File: config.mk
export PLATFORM = sky130hd
export DESIGN_NAME = led_i2c_regs
export DESIGN_NICKNAME = d
export VERILOG_FILES = /design/src/rtl/led_i2c_pkg.sv /design/src/rtl/i2c_line_sync.sv /design/src/rtl/i2c_target_fsm.sv /design/src/rtl/led_reg_bank.sv /design/src/rtl/led_i2c_regs.sv
export SDC_FILE = /design/constraint.sdc
export NUM_CORES = 2
export LEC_CHECK = 0
export ABC_AREA = 1
export BUFFER_PORTS_ARGS = -buffer_cell sky130_fd_sc_hd__buf_2
export CORE_MARGIN = 2
export CORE_UTILIZATION = 30
export CTS_CLUSTER_SIZE = 40
export DETAILED_ROUTE_END_ITERATION = 12
export PLACE_DENSITY = 0.52
export SLEW_MARGIN = 10
export SYNTH_ARGS = -nofsm -noshare
export SYNTH_HDL_FRONTEND = slang
export SYNTH_HIERARCHICAL = 1
export SYNTH_SLANG_ARGS = --single-unit
File: constraint.sdc
create_clock -name clk -period 7 [get_ports clk]
set_input_delay 1.4 -clock clk [delete_from_list [all_inputs] [get_ports clk]]
set_output_delay 1.4 -clock clk [all_outputs]
set_load 0.02 [all_outputs]
File: src/rtl/led_i2c_pkg.sv
package led_i2c_pkg;

    parameter logic [6:0] DEV_ADDR   = 7'b1010011;
    parameter logic [7:0] COMMIT_KEY = 8'hC5;
    parameter logic [7:0] ID_VALUE   = 8'hCE;
    parameter int         REG_COUNT  = 80;
    localparam logic [7:0] REG_END   = 8'(REG_COUNT);
    parameter logic [7:0] A_MODE     = 8'h01;
    parameter logic [7:0] A_COL_UPD  = 8'h40;
    parameter logic [7:0] A_PAT_UPD  = 8'h41;
    parameter logic [7:0] A_RESET    = 8'h4F;

    typedef enum logic [3:0] {
        S_IDLE, S_DEV, S_DEV_ACK, S_PTR, S_PTR_ACK,
        S_WR, S_WR_ACK, S_RD, S_RD_ACK
    } tgt_state_e;

    function automatic logic [7:0] reg_default(input int a);
        case (a)
            'h02:                            return 8'h07;
            'h03:                            return 8'h15;
            'h1C, 'h2C, 'h3C,
            'h1E, 'h2E, 'h3E:                return 8'h01;
            default:                         return 8'h00;
        endcase
    endfunction

endpackage

File: src/rtl/i2c_line_sync.sv
module i2c_line_sync #(
    parameter int STAGES = 2
) (
    input  logic clk,
    input  logic rst_n,
    input  logic scl_i,
    input  logic sda_i,
    output logic sda_v,
    output logic scl_rise,
    output logic scl_fall,
    output logic start_det,
    output logic stop_det
);
    logic [STAGES-1:0] scl_sr, sda_sr;
    logic              scl_d, sda_d, scl_now;

    assign scl_now = scl_sr[STAGES-1];
    assign sda_v   = sda_sr[STAGES-1];

    always_ff @(posedge clk or negedge rst_n) begin
        if (!rst_n) begin
            scl_sr <= '1;
            sda_sr <= '1;
            scl_d  <= 1'b1;
            sda_d  <= 1'b1;
        end else begin
            scl_sr <= {scl_sr[STAGES-2:0], scl_i};
            sda_sr <= {sda_sr[STAGES-2:0], sda_i};
            scl_d  <= scl_now;
            sda_d  <= sda_v;
        end
    end

    assign scl_rise  = scl_now & ~scl_d;
    assign scl_fall  = ~scl_now & scl_d;
    assign start_det = scl_now & scl_d & sda_d & ~sda_v;
    assign stop_det  = scl_now & scl_d & ~sda_d & sda_v;

endmodule

File: src/rtl/i2c_target_fsm.sv
module i2c_target_fsm
    import led_i2c_pkg::*;
(
    input  logic       clk,
    input  logic       rst_n,
    input  logic       sda_v,
    input  logic       scl_rise,
    input  logic       scl_fall,
    input  logic       start_det,
    input  logic       stop_det,
    input  logic [7:0] rd_data,
    output logic [7:0] reg_ptr,
    output logic [7:0] wr_data,
    output logic       wr_en,
    output logic       sda_oe
);
    tgt_state_e state;
    logic [3:0] cnt;
    logic [7:0] shreg, tx;
    logic       rw, nack;

    always_ff @(posedge clk or negedge rst_n) begin
        if (!rst_n) begin
            state   <= S_IDLE;
            cnt     <= '0;
            shreg   <= '0;
            tx      <= '0;
            reg_ptr <= '0;
            wr_data <= '0;
            wr_en   <= 1'b0;
            rw      <= 1'b0;
            nack    <= 1'b0;
        end else begin
            wr_en <= 1'b0;
            if (start_det) begin
                state <= S_DEV;
                cnt   <= '0;
            end else if (stop_det) begin
                state <= S_IDLE;
            end else begin
                unique case (state)
                    S_IDLE: begin
                    end
                    S_DEV: begin
                        if (scl_rise) begin
                            shreg <= {shreg[6:0], sda_v};
                            cnt   <= cnt + 4'd1;
                        end else if (scl_fall && cnt == 4'd8) begin
                            if (shreg[7:1] == DEV_ADDR) begin
                                state <= S_DEV_ACK;
                                rw    <= shreg[0];
                            end else begin
                                state <= S_IDLE;
                            end
                        end
                    end
                    S_DEV_ACK: if (scl_fall) begin
                        cnt <= '0;
                        if (rw) begin
                            state <= S_RD;
                            tx    <= rd_data;
                        end else begin
                            state <= S_PTR;
                        end
                    end
                    S_PTR: begin
                        if (scl_rise) begin
                            shreg <= {shreg[6:0], sda_v};
                            cnt   <= cnt + 4'd1;
                        end else if (scl_fall && cnt == 4'd8) begin
                            state   <= S_PTR_ACK;
                            reg_ptr <= shreg;
                        end
                    end
                    S_PTR_ACK: if (scl_fall) begin
                        state <= S_WR;
                        cnt   <= '0;
                    end
                    S_WR: begin
                        if (scl_rise) begin
                            shreg <= {shreg[6:0], sda_v};
                            cnt   <= cnt + 4'd1;
                        end else if (scl_fall && cnt == 4'd8) begin
                            state   <= S_WR_ACK;
                            wr_en   <= 1'b1;
                            wr_data <= shreg;
                        end
                    end
                    S_WR_ACK: if (scl_fall) begin
                        state   <= S_WR;
                        cnt     <= '0;
                        reg_ptr <= reg_ptr + 8'd1;
                    end
                    S_RD: if (scl_fall) begin
                        if (cnt == 4'd7) begin
                            state   <= S_RD_ACK;
                            reg_ptr <= reg_ptr + 8'd1;
                        end else begin
                            tx  <= {tx[6:0], 1'b0};
                            cnt <= cnt + 4'd1;
                        end
                    end
                    S_RD_ACK: begin
                        if (scl_rise) begin
                            nack <= sda_v;
                        end else if (scl_fall) begin
                            if (nack) begin
                                state <= S_IDLE;
                            end else begin
                                state <= S_RD;
                                tx    <= rd_data;
                                cnt   <= '0;
                            end
                        end
                    end
                    default: state <= S_IDLE;
                endcase
            end
        end
    end

    always_comb begin
        unique case (state)
            S_DEV_ACK, S_PTR_ACK, S_WR_ACK: sda_oe = 1'b1;
            S_RD:                           sda_oe = ~tx[7];
            default:                        sda_oe = 1'b0;
        endcase
    end

    assert_stop_release_R11: assert property (@(posedge clk) disable iff (!rst_n)
        stop_det |=> !sda_oe);
    assert_wr_single_R3: assert property (@(posedge clk) disable iff (!rst_n)
        wr_en |=> !wr_en);
    assert_ptr_step_R3: assert property (@(posedge clk) disable iff (!rst_n)
        (state == S_WR_ACK && scl_fall && !start_det && !stop_det) |=> reg_ptr == $past(reg_ptr) + 8'd1);

endmodule

File: src/rtl/led_reg_bank.sv
module led_reg_bank
    import led_i2c_pkg::*;
#(
    parameter int N_PAT     = 3,
    parameter int COL_BYTES = 9,
    parameter int TIM_BYTES = 3,
    localparam int COL_W    = N_PAT * COL_BYTES * 8,
    localparam int TIM_W    = N_PAT * TIM_BYTES * 8
) (
    input  logic             clk,
    input  logic             rst_n,
    input  logic             wr_en,
    input  logic [7:0]       addr,
    input  logic [7:0]       wdata,
    output logic [7:0]       rd_data,
    output logic [COL_W-1:0] colour_q,
    output logic [TIM_W-1:0] timing_q,
    output logic [N_PAT-1:0] pat_start
);
    logic [REG_COUNT*8-1:0] rf;
    logic [7:0] rel;
    logic       is_key, is_pat, rgw, wr_ok, do_reset, do_colour;

    assign is_key    = (wdata == COMMIT_KEY);
    assign rel       = addr - A_PAT_UPD;
    assign is_pat    = (rel < 8'(N_PAT));
    assign rgw       = (rf[int'(A_MODE)*8+1 +: 2] == 2'b01);
    assign wr_ok     = (addr != 8'h00) && (addr < REG_END) && !is_pat
                       && (addr != A_COL_UPD) && (addr != A_RESET);
    assign do_reset  = wr_en && is_key && (addr == A_RESET);
    assign do_colour = wr_en && is_key && (addr == A_COL_UPD);

    always_ff @(posedge clk or negedge rst_n) begin
        if (!rst_n) begin
            for (int i = 0; i < REG_COUNT; i++) rf[i*8 +: 8] <= reg_default(i);
            colour_q  <= '0;
            timing_q  <= '0;
            pat_start <= '0;
        end else begin
            pat_start <= '0;
            if (do_reset) begin
                for (int i = 0; i < REG_COUNT; i++) rf[i*8 +: 8] <= reg_default(i);
                colour_q <= '0;
                timing_q <= '0;
            end else if (do_colour) begin
                for (int p = 0; p < N_PAT; p++)
                    for (int k = 0; k < COL_BYTES; k++)
                        colour_q[(p*COL_BYTES+k)*8 +: 8] <= rf[((p+1)*16+k)*8 +: 8];
            end else if (wr_en && is_key && is_pat) begin
                for (int p = 0; p < N_PAT; p++) begin
                    if (rel == 8'(p) || (rgw && rel == 8'(N_PAT-1))) begin
                        for (int k = 0; k < TIM_BYTES; k++)
                            timing_q[(p*TIM_BYTES+k)*8 +: 8] <= rf[((p+1)*16+COL_BYTES+k)*8 +: 8];
                        pat_start[p] <= 1'b1;
                    end
                end
            end else if (wr_en && wr_ok) begin
                rf[int'(addr)*8 +: 8] <= wdata;
            end
        end
    end

    always_comb begin
        if (addr == 8'h00)       rd_data = ID_VALUE;
        else if (addr < REG_END) rd_data = rf[int'(addr)*8 +: 8];
        else                     rd_data = 8'h00;
    end

    assert_start_pulse_R7: assert property (@(posedge clk) disable iff (!rst_n)
        (pat_start != '0) |=> (pat_start == '0));
    assert_reset_clears_R9: assert property (@(posedge clk) disable iff (!rst_n)
        do_reset |=> (colour_q == '0 && timing_q == '0));
    assert_colour_hold_R6: assert property (@(posedge clk) disable iff (!rst_n)
        (!do_reset && !do_colour) |=> $stable(colour_q));
    assert_nonkey_quiet_R10: assert property (@(posedge clk) disable iff (!rst_n)
        (wr_en && !is_key) |=> (pat_start == '0));

endmodule

File: src/rtl/led_i2c_regs.sv
module led_i2c_regs #(
    parameter int SYNC_STAGES = 2,
    parameter int N_PAT       = 3,
    parameter int COL_BYTES   = 9,
    parameter int TIM_BYTES   = 3,
    localparam int COL_W      = N_PAT * COL_BYTES * 8,
    localparam int TIM_W      = N_PAT * TIM_BYTES * 8
) (
    input  logic             clk,
    input  logic             rst_n,
    input  logic             scl_i,
    input  logic             sda_i,
    output logic             sda_oe,
    output logic [COL_W-1:0] colour_q,
    output logic [TIM_W-1:0] timing_q,
    output logic [N_PAT-1:0] pat_start
);
    logic       sda_v, scl_rise, scl_fall, start_det, stop_det, wr_en;
    logic [7:0] reg_ptr, wr_data, rd_data;

    i2c_line_sync #(.STAGES(SYNC_STAGES)) u_sync (
        .clk(clk), .rst_n(rst_n), .scl_i(scl_i), .sda_i(sda_i),
        .sda_v(sda_v), .scl_rise(scl_rise), .scl_fall(scl_fall),
        .start_det(start_det), .stop_det(stop_det)
    );

    i2c_target_fsm u_fsm (
        .clk(clk), .rst_n(rst_n), .sda_v(sda_v), .scl_rise(scl_rise),
        .scl_fall(scl_fall), .start_det(start_det), .stop_det(stop_det),
        .rd_data(rd_data), .reg_ptr(reg_ptr), .wr_data(wr_data),
        .wr_en(wr_en), .sda_oe(sda_oe)
    );

    led_reg_bank #(.N_PAT(N_PAT), .COL_BYTES(COL_BYTES), .TIM_BYTES(TIM_BYTES)) u_bank (
        .clk(clk), .rst_n(rst_n), .wr_en(wr_en), .addr(reg_ptr),
        .wdata(wr_data), .rd_data(rd_data), .colour_q(colour_q),
        .timing_q(timing_q), .pat_start(pat_start)
    );

endmodule

======== Word level (Yosys, flattened, before mapping) ========
Cells that the tools add are included.
operators by class
  add/sub/neg operators ................... 4
  multipliers ............................. 0
  div/mod/pow operators ................... 0
  order comparisons ....................... 2
  equality and inequality tests ........... 53
  shift operators ......................... 3
  mux-type cells .......................... 69
  bitwise logic cells ..................... 15
  reduce and logical (&&, ||, !) cells .... 43
operators with widths
  kind                                                    count
  two-way mux 640 bit                                     4
  bitwise mux 640 bit                                     1
  variable shift 8 x 33 -> 640 bit, first input constant  1
  indexed part select 640 x 12 -> 8 bit                   1
  indexed part select 8 x 33 -> 640 bit                   1
  two-way mux 216 bit                                     2
  two-way mux 72 bit                                      3
  two-way mux 8 bit                                       14
  two-way mux 4 bit                                       23
  two-way mux 24 bit                                      3
  case mux 8 bit (3 select lines)                         2
  negator 11 -> 33 bit                                    1
  case mux 4 bit (8 select lines)                         1
  inequality test 4 x 3 -> 1 bit, second input constant   7
  == test 4 x 3 -> 1 bit, second input constant           5
  inequality test 2 x 1 -> 1 bit, second input constant   9
  == test 8 x 7 -> 1 bit, second input constant           2
  zero test 8 bit                                         2
  inequality test 4 bit, second input constant            4
  inequality test 8 x 7 -> 1 bit, second input constant   2
  case mux 4 bit (4 select lines)                         1
  two-way mux 3 bit                                       5
  AND reduction 13 bit                                    1
  inequality test 3 bit, second input constant            4
  39 further kinds                                        90
storage, ports and cells
  bits in registers ....................... 980
  latch bits .............................. 0
  memory bits (writable) .................. 0
  ROM bits ................................ 0
  input bits .............................. 4
  output and inout port bits .............. 292
  logic and storage cells ................. 208
  memories ................................ 0

======== Depth between registers and ports, before layout ========
  depth in word-level cells ............... 11
  mapped depth ............................ 21
  gate-level depth less buffers ........... 17

======== Hierarchy ========
Netlist, hierarchy kept.
modules (own cells, without submodules)
  module          instances  cells each  area each (sq um)  seq. area each (sq um)
  led_reg_bank    1          6,357       46,762.3           23,312.4
  i2c_target_fsm  1          359         2,633.8            1,076.0
  i2c_line_sync   1          17          198.9              157.7

======== Worst setup path after synthesis ========
Ideal clock, no wire load.
  kind .................................... reg-to-reg
  start point ............................. register u_fsm.reg_ptr[0]
  end point ............................... register u_bank.rf[416]
  library setup time ...................... 66 ps
  arrival ................................. 3,613 ps
  data required time ...................... 6,934 ps
  setup slack ............................. 3,321 ps
  stages on the path, launching flop included .. 17
  path buffers ............................ 5
  period minus slack after synthesis ...... 3,679 ps
  path through ............................ dfrtp_1 > inv_2 > clkbuf_1 > buf_2 > clkbuf_1 > clkbuf_1 > ha_1 > clkbuf_1 > nor2_1 > nand4_1 > nor2_2 > nand3_1 > inv_1 > nand2_2 > nand2_1 > nand2_1 > nand2_1
between the ends
  cells in the longest elaborated chain, start to end .. 9
  elaborated cells on any way between the ends .. 29
  those cells by class .................... add/sub (2); order compare (2); eq/ne (6); shift (2); mux (5); reduce/logical (12)
ends and longest elaborated chain
  what                                  RTL line              source
  start: declaration                    i2c_target_fsm.sv:12  output logic [7:0] reg_ptr,
  start signal: assignment              i2c_target_fsm.sv:72  reg_ptr <= shreg;
  start signal: assignment              i2c_target_fsm.sv:92  reg_ptr <= reg_ptr + 8'd1;
  start signal: assignment              i2c_target_fsm.sv:97  reg_ptr <= reg_ptr + 8'd1;
  subtractor 8 x 7 -> 8 bit             led_reg_bank.sv:25    assign rel = addr - A_PAT_UPD;
  less-than comparator 8 x 2 -> 1 bit   led_reg_bank.sv:26    assign is_pat = (rel < 8'(N_PAT));
  zero test 1 bit                       led_reg_bank.sv:28    assign wr_ok = (addr != 8'h00) && (addr < REG_END) && !is_pat
  logical AND 1 bit                     led_reg_bank.sv:28
  logical AND 1 bit (2 in series)       led_reg_bank.sv:29    && (addr != A_COL_UPD) && (addr != A_RESET);
  logical AND 1 bit                     led_reg_bank.sv:57    end else if (wr_en && wr_ok) begin
  nonzero test 2 bit (no source line)   -
  AND reduction 3 bit (no source line)  -
  end signal: indexed assignment        led_reg_bank.sv:58    rf[int'(addr)*8 +: 8] <= wdata;
  end: declaration                      led_reg_bank.sv:20    logic [REG_COUNT*8-1:0] rf;
Several ways; a longest one is shown, not always the timed one. The select of a mux whose other input is x is not followed.
A chain may end at the register's enable or synchronous reset.

======== Final worst setup path ========
  start point ............................. register u_fsm.reg_ptr[1]
  end point ............................... register u_bank.rf[276]
The elaborated chain is that of the path after synthesis.

==> impl_metrics.py <==
metrics = {
    "worst_setup_path": {
        "rrSetupSlack_ns": 1.63,
        "start_kind": "flop",
        "cp.arrival_ns": 6.02,
        "crit_path_start": "u_fsm/reg_ptr[1]$_DFFE_PN0P_",
        "required_ns": 7.65,
        "path_class": "reg -> reg",
        "cp_cell_sequence": "inv_4 -> ha_1 -> inv_1 -> nor2_1 -> nand4_1 -> nor2_1 -> nand3_1 -> inv_1 -> nand2_1 -> o21ai_0",
        "endpoint": "u_bank/rf[276]$_DFFE_PN0P_",
        "slowest_stage": "nor2_1",
        "endpoint_kind": "flop",
        "critPathMaxFanout": 40,
        "rr_worst_depth": 10,
        "r2r-end": "u_bank/rf[276]$_DFFE_PN0P_",
        "r2r_start": "u_fsm/reg_ptr[1]$_DFFE_PN0P_",
        "cp_slowest_stage_delay_ns": 0.86,
    },
    "placed_design": {
        "portBuffers": 295,
        "dp_cells": 8905,
        "gp_congestion": 1.10,
        "hpwl_um": 157000,
        "place_ws_ns": 2.04,
    },
    "timing": {
        "drv_slew": 0,
        "tightest_slew_ns": 1.44,
        "grt_setup_unrepaired": "false",
        "max-slew-margin-rel_pct": 3.57,
        "final.period_utilization_pct": 76.7,
        "fmax_mhz": 186,
        "setup_viol": 0,
        "fin_crit_ns": 5.37,
        "whs_ns": 0.354,
        "worst_slack_ns": 1.63,
        "skew_ns": 0.0384,
        "finalHoldViolCount": 0,
        "setup_tns_ns": 0,
    },
    "clock_network": {
        "cts.path.max_buffers": 3,
        "clock_latency_ns": 0.76,
        "cts.sinks": 980,
        "cts-resized-gates": 0,
        "htree_levels": 3,
        "numCtsBuffers": 112,
        "cts_setup_buffers": 0,
        "ctsHoldBuffers": 0,
        "cts_root_buf": "clkbuf_16",
        "cts_tree": "yes",
        "clk_pin_slew_ns": 0.06,
    },
    "final_layout": {
        "nNetsFinal": 6844,
        "final_common_cell": "nand2_1",
        "layout-drive-gt1-share_pct": 10.2,
        "final_cell_mix": "nand2_1, dfrtp_1, nand3_1, o21ai_0, nor2_1",
        "area_growth_pct": 14.8,
        "instances_no_fill": 9115,
    },
    "yosys": {
        "ys.flop_type": "dfrtp_1",
        "syn_area_per_cell_um2": 7.37,
        "synthesis.area_um2": 49600,
        "synth.top_cell.area_share_pct": 48.5,
        "ys_seq_elements": 980,
        "synth_area_leader_cell": "dfrtp_1",
        "synth.yosys.seq_area_share_pct": 49.5,
        "synth_edf_count": 0,
        "ys_async_sr_fraction_pct": 100,
        "synth_warnings": 6,
        "syn_inst": 6733,
        "synth.net_count": 6747,
        "synth_cell_type_count": 45,
        "synthTopCellsByArea": "dfrtp_1, nand2_1, nand3_1, o21ai_0, nor2_1",
    },
    "grt": {
        "grt_overflow_total": 0,
        "grt_usage_pct": 25.3,
        "grt_pass1_vias": 45778,
        "grt_max_degree": 206,
        "grt_pass1_wl_um": 318000,
        "antenna_found_initial": 5,
    },
    "detailed_routing": {
        "wl_um": 220000,
        "vias_per_cell": 5.29,
        "drc": 0,
        "routedWlPerCell_um": 24.1,
        "drt_iter0_markers": 6284,
        "via_count": 48228,
        "final_antenna_net_count": 0,
        "drtPass1Iterations": 6,
    },
    "die": {
        "die_h_um": 411,
        "top_level_ports": 296,
        "core_area_um2": 165000,
        "fp-row-count": 149,
        "die_area_um2": 169000,
        "initial_core_util_pct": 30.1,
        "dieWidth_um": 411,
    },
    "power": {
        "p_leak_uw": 0.0281,
        "powerDensity_nw_per_um2": 214,
        "max-vdd-ir-drop_mv": 0.185,
    },
    "min_path": {
        "hp-start": "u_sync/scl_sr[0]$_DFF_PN1_",
        "whs_path_depth": 0,
        "hold_class": "reg -> reg",
    },
    "flow_run": {
        "cap_violations": 0,
    },
    "run_status": {
        "status": "completed",
    },
}
sequential cells by signal (all words and copies together) (netlist names), 2 cells and up:
name,count
u_bank/pat_start,3
u_sync/scl_sr,2
u_bank/rf,640
u_fsm/reg_ptr,8
u_fsm/cnt,4
u_fsm/state,4
u_bank/colour_q,216
u_fsm/shreg,8
u_fsm/tx,8
u_sync/sda_sr,2
u_bank/timing_q,72
u_fsm/wr_data,8
cell usage after synthesis, types with 10 or more instances:
master / n
a21oi_1: 104
buf_1: 70
buf_2: 83
buf_4: 10
clkbuf_1: 214
dfrtp_1: 962
dfstp_2: 18
ha_1: 10
inv_1: 526
inv_2: 13
nand2_1: 2217
nand2_2: 18
nand3_1: 858
nand4_1: 52
nor2_1: 553
nor2_2: 28
nor3_1: 68
nor4_1: 19
o211ai_1: 13
o21ai_0: 696
o21ai_1: 69
o21ai_2: 24
o221ai_1: 19
o22ai_1: 26
power breakdown:
part / internal [uW] / total [uW] / switching, uW / leakage, uW
combinational: 28.8 / 180 / 151 / 0.0126
clock: 3740 / 6310 / 2570 / 0.00192
sequential: 5680 / 5690 / 13.7 / 0.0136
total: 9450 / 12200 / 2730 / 0.0281
stage by stage:
step,total power [uW],util (%),area [um2]
detailed placement,5980,32.2,53100
global route,12500,34.6,57000
floorplan,5840,-,49600
finish,12200,34.6,57000
global placement,5980,32.2,53000
CTS,12300,34.6,57000
routing by layer:
| metal | up-vias | track usage, % | share of wire, % |
|---|---|---|---|
| li1 | 21891 | - | - |
| met1 | 23300 | 33.2 | 41 |
| met2 | 2465 | 38.4 | 44 |
| met3 | 564 | 5.50 | 9.1 |
| met4 | 8 | 14.7 | 6.4 |
| met5 | - | 0.678 | 0.084 |
final cells by class:
cell class / count / area (um2)
fill: 17476 / 108000
sequential: 980 / 24600
multi-input combinational: 4827 / 21500
clock buffer: 158 / 3250
tap: 2189 / 2740
timing repair buffer: 367 / 2210
inverter: 542 / 2060
clock inverter: 51 / 648
antenna: 1 / 2.50
worst max-delay path: cells and delay by family (launching register included):
kind / cells / cell delay [ns]
buffers and inverters: 3 / 0.88
and+or+nand+nor: 5 / 2.73
AOI/OAI and AO/OA: 1 / 0.24
adders and majority gates: 1 / 0.70
DFF: 1 / 0.67
cells by family after synthesis:
logic type / count (synthesis) / share of synthesized area (%)
AO/OA/AOI/OAI: 961 / 10.3
XOR/XNOR: 3 / 0.0681
adder cells (fa/ha/maj): 10 / 0.252
buffers and inverters: 926 / 7.40
flip-flops: 980 / 49.5
AND/OR/NAND/NOR: 3853 / 32.5
worst min path at each step:
stage / slack, ns / end
after CTS: 0.35 / u_sync/scl_sr[1]$_DFF_PN1_
after global routing: 0.36 / u_sync/scl_sr[1]$_DFF_PN1_
after detailed placement: 0.35 / u_sync/scl_sr[1]$_DFF_PN1_
final: 0.35 / u_sync/scl_sr[1]$_DFF_PN1_
after global placement: 0.35 / u_sync/scl_sr[1]$_DFF_PN1_
after floorplan: 0.35 / u_sync/scl_sr[1]$_DFF_PN1_
Note: power is estimated with default switching activity, not from simulation.
